--- config.mk ---
export PLATFORM = sky130hd
export DESIGN_NAME = llsc_monitor
export DESIGN_NICKNAME = d
export VERILOG_FILES = /design/src/rtl/llsc_monitor.sv
export SDC_FILE = /design/constraint.sdc
export NUM_CORES = 1
export LEC_CHECK = 0
export CAP_MARGIN = 5
export CORE_MARGIN = 5
export CORE_UTILIZATION = 29
export CTS_BUF_LIST = sky130_fd_sc_hd__clkbuf_4
export DETAILED_ROUTE_END_ITERATION = 6
export PLACE_DENSITY = 0.78
export RECOVER_POWER = 25
export SLEW_MARGIN = 10
export SYNTH_ARGS = -nofsm -noshare
export SYNTH_HDL_FRONTEND = slang
export SYNTH_SLANG_ARGS = --single-unit
--- constraint.sdc ---
create_clock -name clk -period 1.3 [get_ports clk]
set_clock_uncertainty 0.2 [all_clocks]
set_input_delay 0.26 -clock clk [delete_from_list [all_inputs] [get_ports clk]]
set_output_delay 0.26 -clock clk [all_outputs]
set_load 0.01 [all_outputs]
--- src/rtl/llsc_monitor.sv ---
module llsc_monitor #(
  parameter int AW = 8,
  parameter int DW = 32
) (
  input  logic          clk,
  input  logic          rst_n,
  input  logic          req_valid,
  input  logic [1:0]    req_op,
  input  logic [AW-1:0] req_addr,
  input  logic [DW-1:0] req_wdata,
  input  logic          snoop_valid,
  input  logic [AW-1:0] snoop_addr,
  output logic          mem_we,
  output logic [AW-1:0] mem_addr,
  output logic [DW-1:0] mem_wdata,
  input  logic [DW-1:0] mem_rdata,
  output logic          rsp_valid,
  output logic [DW-1:0] rsp_data
);
  localparam logic [1:0] OP_LD = 2'd0, OP_ST = 2'd1, OP_LL = 2'd2, OP_SC = 2'd3;

  logic          link_vld;
  logic [AW-1:0] link_addr;

  wire is_st     = req_valid && req_op == OP_ST;
  wire is_ll     = req_valid && req_op == OP_LL;
  wire is_sc     = req_valid && req_op == OP_SC;
  wire is_rd     = req_valid && (req_op == OP_LD || req_op == OP_LL);
  wire snoop_hit = snoop_valid && link_vld && snoop_addr == link_addr;
  wire sc_ok     = is_sc && link_vld && link_addr == req_addr && !snoop_hit;

  assign mem_we    = is_st || sc_ok;
  assign mem_addr  = req_addr;
  assign mem_wdata = req_wdata;

  always_ff @(posedge clk) begin
    if (!rst_n) begin
      link_vld  <= 1'b0;
      link_addr <= '0;
    end else if (is_ll) begin
      link_addr <= req_addr;
      link_vld  <= !(snoop_valid && snoop_addr == req_addr);
    end else if (is_sc || snoop_hit) begin
      link_vld  <= 1'b0;
    end
  end

  always_ff @(posedge clk) begin
    if (!rst_n) begin
      rsp_valid <= 1'b0;
      rsp_data  <= '0;
    end else begin
      rsp_valid <= req_valid;
      if (is_rd)      rsp_data <= mem_rdata;
      else if (is_sc) rsp_data <= {{(DW-1){1'b0}}, sc_ok};
      else            rsp_data <= '0;
    end
  end

  a_r1_rsp_follows: assert property (@(posedge clk) disable iff (!rst_n)
    req_valid |=> rsp_valid);
  a_r1_no_spurious_rsp: assert property (@(posedge clk) disable iff (!rst_n)
    !req_valid |=> !rsp_valid);
  a_r4_mismatch_no_write: assert property (@(posedge clk) disable iff (!rst_n)
    (is_sc && !(link_vld && link_addr == req_addr)) |-> !mem_we);
  a_r7_snoop_beats_sc: assert property (@(posedge clk) disable iff (!rst_n)
    (is_sc && snoop_valid && snoop_addr == req_addr) |-> !mem_we);
  a_r6_snoop_clears: assert property (@(posedge clk) disable iff (!rst_n)
    (snoop_valid && snoop_addr == link_addr && !is_ll) |=> !link_vld);
  a_r8_sc_clears: assert property (@(posedge clk) disable iff (!rst_n)
    is_sc |=> !link_vld);
  a_r3_sc_status_bit: assert property (@(posedge clk) disable iff (!rst_n)
    is_sc |=> rsp_data[DW-1:1] == '0);
endmodule

==> out/results.tsv <==
metric	value	unit
run status	complete, but fails checks	
violated checks	setup timing	
flop2flop setup slack	-0.17	ns
Reg-to-Reg Start	link_addr[4]$_SDFFE_PN0P_	
cell-internal power	2250	uW
standard-cell row count	29	
clock transition at the registers of the reported paths	0.14	ns
warnings from Yosys	0	
detailed placement HPWL	3940	um
number of distinct standard cells referenced by the synthesized netlist	23	
Tmin final	2.07	ns
switching power	644	uW
maximum buffer depth of the clock tree	2	
async set-reset flop share out of synthesis	0	
Mean Syn Cell Area	10.2	um^2
launching element type of the critical path	register	
worst-case setup margin in the final layout	-0.775	ns
die area	8080	um^2
post-route core utilization	0.478	
Rel. slew slack	0.835	
power density over the cells	965	nW/um^2
number of buffers created by CTS	5	
Static Leakage	0.00133	uW
worst-path cell with the longest stage delay	sky130_fd_sc_hd__dfxtp_2	
Initial Utilization	0.295	
critical path class	register to output port	
floorplan die width	89.9	um
number of flops mapped to enable cells by yosys	0	
largest cells by area after synthesis	sky130_fd_sc_hd__dfxtp_1, sky130_fd_sc_hd__buf_4, sky130_fd_sc_hd__and2_1, sky130_fd_sc_hd__xnor2_1, sky130_fd_sc_hd__mux2i_1	
instance count along the most critical hold path	5	
# DRC	0	
initial antenna violation count	0	
share of final-layout standard cells stronger than drive strength 1	0.458	
sequential fraction of the synthesis area	0.454	
number of primary I/O pins	160	
Cell Count, Final, Fillers Out	350	
final weighted congestion in routability-driven placement	0.763	
capture endpoint of the worst hold path	rsp_data[0]$_SDFF_PN0_	
total vias in the final route	1488	
core footprint	6280	um^2
switching power as a share of total power	0.222	
Routed WL per cell	13.9	um
end of the worst register-to-register path	link_vld$_SDFFE_PN0P_	
Syn-to-layout area delta	62.2	%
number of flip-flops and latches in the synthesized netlist	42	
leading register cell type out of synthesis	sky130_fd_sc_hd__dfxtp_1	
capturing element type of the critical path	output port	
overall track demand over capacity in global routing	0.121	
H-tree levels	2	
post-synthesis cell type with the largest combined area	sky130_fd_sc_hd__dfxtp_1	
drt via density	4.25	
antenna diode count	0	
final number of hold-violating endpoints	0	
Bufs and invs on worst path	1	
gate count after technology mapping	182	
power share of the combinational group	0.173	
count of buffers inserted at the top-level ports	95	
startpoint of the tightest hold check path	req_valid	
count of cells along the worst register-to-register path	6	
total wirelength of the detailed-routed design	4880	um
clock net sink count	42	
Slew Limit Fails	0	
Yosys top cell area share	0.454	
RSZ-0062 raised after global routing	true	
transition time of the tightest slew-check pin	0.247	ns
Worst path max stage delay	0.36	ns
Crit Path Max Fanout	2	
cells along the critical path	xor2_2, nor4_4, nand4_1, o21ai_2, buf_2	
wire length of the first global-routing pass	8050	um
fin crit share	1.60	
Peak Freq	0.482	GHz
Max Cap Viol	0	
Post-Syn Nets	268	
overall overflow remaining after global route	0	
clock tree from TritonCTS	built	
Antenna Nets Post-Route	0	
crit path DAT	1.61	ns
Clk pwr share	0.362	
buffer type at the clock tree root	sky130_fd_sc_hd__clkbuf_4	
source-to-sink clock delay at the later pin of the worst-skew pair	0.35	ns
number of global-route vias before repair	1608	
first-pass iteration count of the detailed router	3	
final setup violation count	3	
Cells after DPL	340	
number of buffers inserted for hold repair after clock tree synthesis	0	
sequential share of power	0.465	
Req. time, crit path	0.84	ns
largest net degree at the start of global routing	25	
synthesized area	1850	um^2
final net count	358	
path type of the worst min-delay path	primary input to register	
dominant delay contributor by cell family on the critical path	simple AND/OR/NAND/NOR gates	
VDD IR max	509	uV
total power of the final layout	2900	uW
Starting DRT DRC Count	19	
Die Y-Extent	89.9	um
-- what timing repair did --
| item | CTS | global route |
|---|---|---|
| setup endpoints to repair | 82 | 31 |
| gates cloned | 1 | 0 |
| pin swaps | 8 | 2 |
| gates resized for setup | 212 | 35 |
| setup buffers | 2 | 0 |
-- layout make-up --
| cell class | count | area (um^2) |
|---|---|---|
| fill | 604 | 3270 |
| timing repair buffer | 127 | 1140 |
| sequential | 42 | 870 |
| multi-input combinational | 96 | 792 |
| tap | 77 | 96.3 |
| clock inverter | 3 | 68.8 |
| clock buffer | 5 | 37.5 |
-- metal layers --
| metal | up-vias | track usage | part of all wire |
|---|---|---|---|
| met5 | - | 0 | 0 |
| met4 | 0 | 0.0633 | 0.043 |
| met3 | 29 | 0.0584 | 0.11 |
| met2 | 84 | 0.194 | 0.46 |
| met1 | 654 | 0.132 | 0.38 |
| li1 | 721 | - | - |
-- metrics by stage --
stage               setup TNS, ns  hold slack (ns)  area [um^2]  setup slack [ns]
floorplan                  -0.221            0.175         1860            -0.221
global placement           -23.86            0.320         2840             -1.24
detailed placement         -24.03            0.320         2840             -1.27
CTS                         -1.13            0.175         2860            -0.798
global route                -1.55            0.101         3000            -0.867
finish                      -1.09           0.0879         3000            -0.775
-- cells in the mapped netlist, types with 2 or more instances --
cell                       count
sky130_fd_sc_hd__dfxtp_1      42
sky130_fd_sc_hd__buf_4        40
sky130_fd_sc_hd__and2_1       33
sky130_fd_sc_hd__xnor2_1      16
sky130_fd_sc_hd__xor2_1        8
sky130_fd_sc_hd__mux2i_1       7
sky130_fd_sc_hd__nor2b_1       7
sky130_fd_sc_hd__nand2_1       6
sky130_fd_sc_hd__nand4_1       4
sky130_fd_sc_hd__clkbuf_2      2
sky130_fd_sc_hd__nand3_1       2
sky130_fd_sc_hd__nor3_1        2
sky130_fd_sc_hd__o21ai_0       2
sky130_fd_sc_hd__o21ai_1       2
-- worst reg2reg max path, cell delays in order (launching register included) --
cell,delay [ns]
sky130_fd_sc_hd__dfxtp_2,0.37
sky130_fd_sc_hd__buf_6,0.12
sky130_fd_sc_hd__xnor2_2,0.15
sky130_fd_sc_hd__nand4_1,0.13
sky130_fd_sc_hd__nor3_2,0.19
sky130_fd_sc_hd__buf_4,0.15
sky130_fd_sc_hd__o21ai_1,0.06
-- flip-flops by register name (all words and copies together), names as in the netlist --
name	count
rsp_valid	1
link_vld	1
link_addr	8
rsp_data	32
-- power by group through the flow --
stage          Sequential, uW  Combinational [uW]  Clock, uW
6_report                 1350                 502       1050
3_3_place_gp             1370                 497          0
4_1_cts                  1340                 489       1080
3_5_place_dp             1370                 503          0
5_1_grt                  1350                 544       1130
2_1_floorplan            1380                 252          0
-- worst max path at each step --
stage / start / to / slack [ns] / depth (start not counted)
finish: link_addr[2]$_SDFFE_PN0P_ / mem_we / -0.77 / 5
global route: link_addr[2]$_SDFFE_PN0P_ / mem_we / -0.87 / 5
CTS: link_addr[2]$_SDFFE_PN0P_ / mem_we / -0.80 / 5
detailed placement: req_addr[2] / mem_we / -1.27 / 6
global placement: req_addr[2] / mem_we / -1.24 / 6
floorplan: link_addr[2]$_SDFFE_PN0P_ / mem_we / -0.22 / 4
-- cells by family (layout without fill, tap and decap cells) --
logic type,after synthesis,in the layout,synth area share
simple gates,59,59,0.201
buf+inv,44,135,0.174
mux,7,7,0.0378
compound gates,6,6,0.0196
xor+xnor,24,24,0.114
flops,42,42,0.454
-- placed cells by master, fill, tap and decap left out, types with 2 or more instances in the layout --
cell                              Yosys  final
sky130_fd_sc_hd__nand4_1              4      4
sky130_fd_sc_hd__dfxtp_1             42     19
sky130_fd_sc_hd__clkbuf_4             1      5
sky130_fd_sc_hd__xor2_1               8      6
sky130_fd_sc_hd__nand2_1              6      5
sky130_fd_sc_hd__buf_4               40     25
sky130_fd_sc_hd__o21ai_1              2      2
sky130_fd_sc_hd__xnor2_1             16      9
sky130_fd_sc_hd__dfxtp_2              0     23
sky130_fd_sc_hd__buf_2                0     25
sky130_fd_sc_hd__xnor2_2              0      7
sky130_fd_sc_hd__buf_12               0      2
sky130_fd_sc_hd__clkdlybuf4s50_1      0     39
sky130_fd_sc_hd__mux2i_1              7      7
sky130_fd_sc_hd__and2_1              33     32
sky130_fd_sc_hd__dlygate4sd2_1        0     11
sky130_fd_sc_hd__xor2_2               0      2
sky130_fd_sc_hd__nor2b_1              7      7
sky130_fd_sc_hd__bufinv_16            0      2
sky130_fd_sc_hd__buf_6                0     21
sky130_fd_sc_hd__dlymetal6s2s_1       0      2
sky130_fd_sc_hd__nor3_2               0      2
No activity file was read; power rests on OpenSTA's default activity.
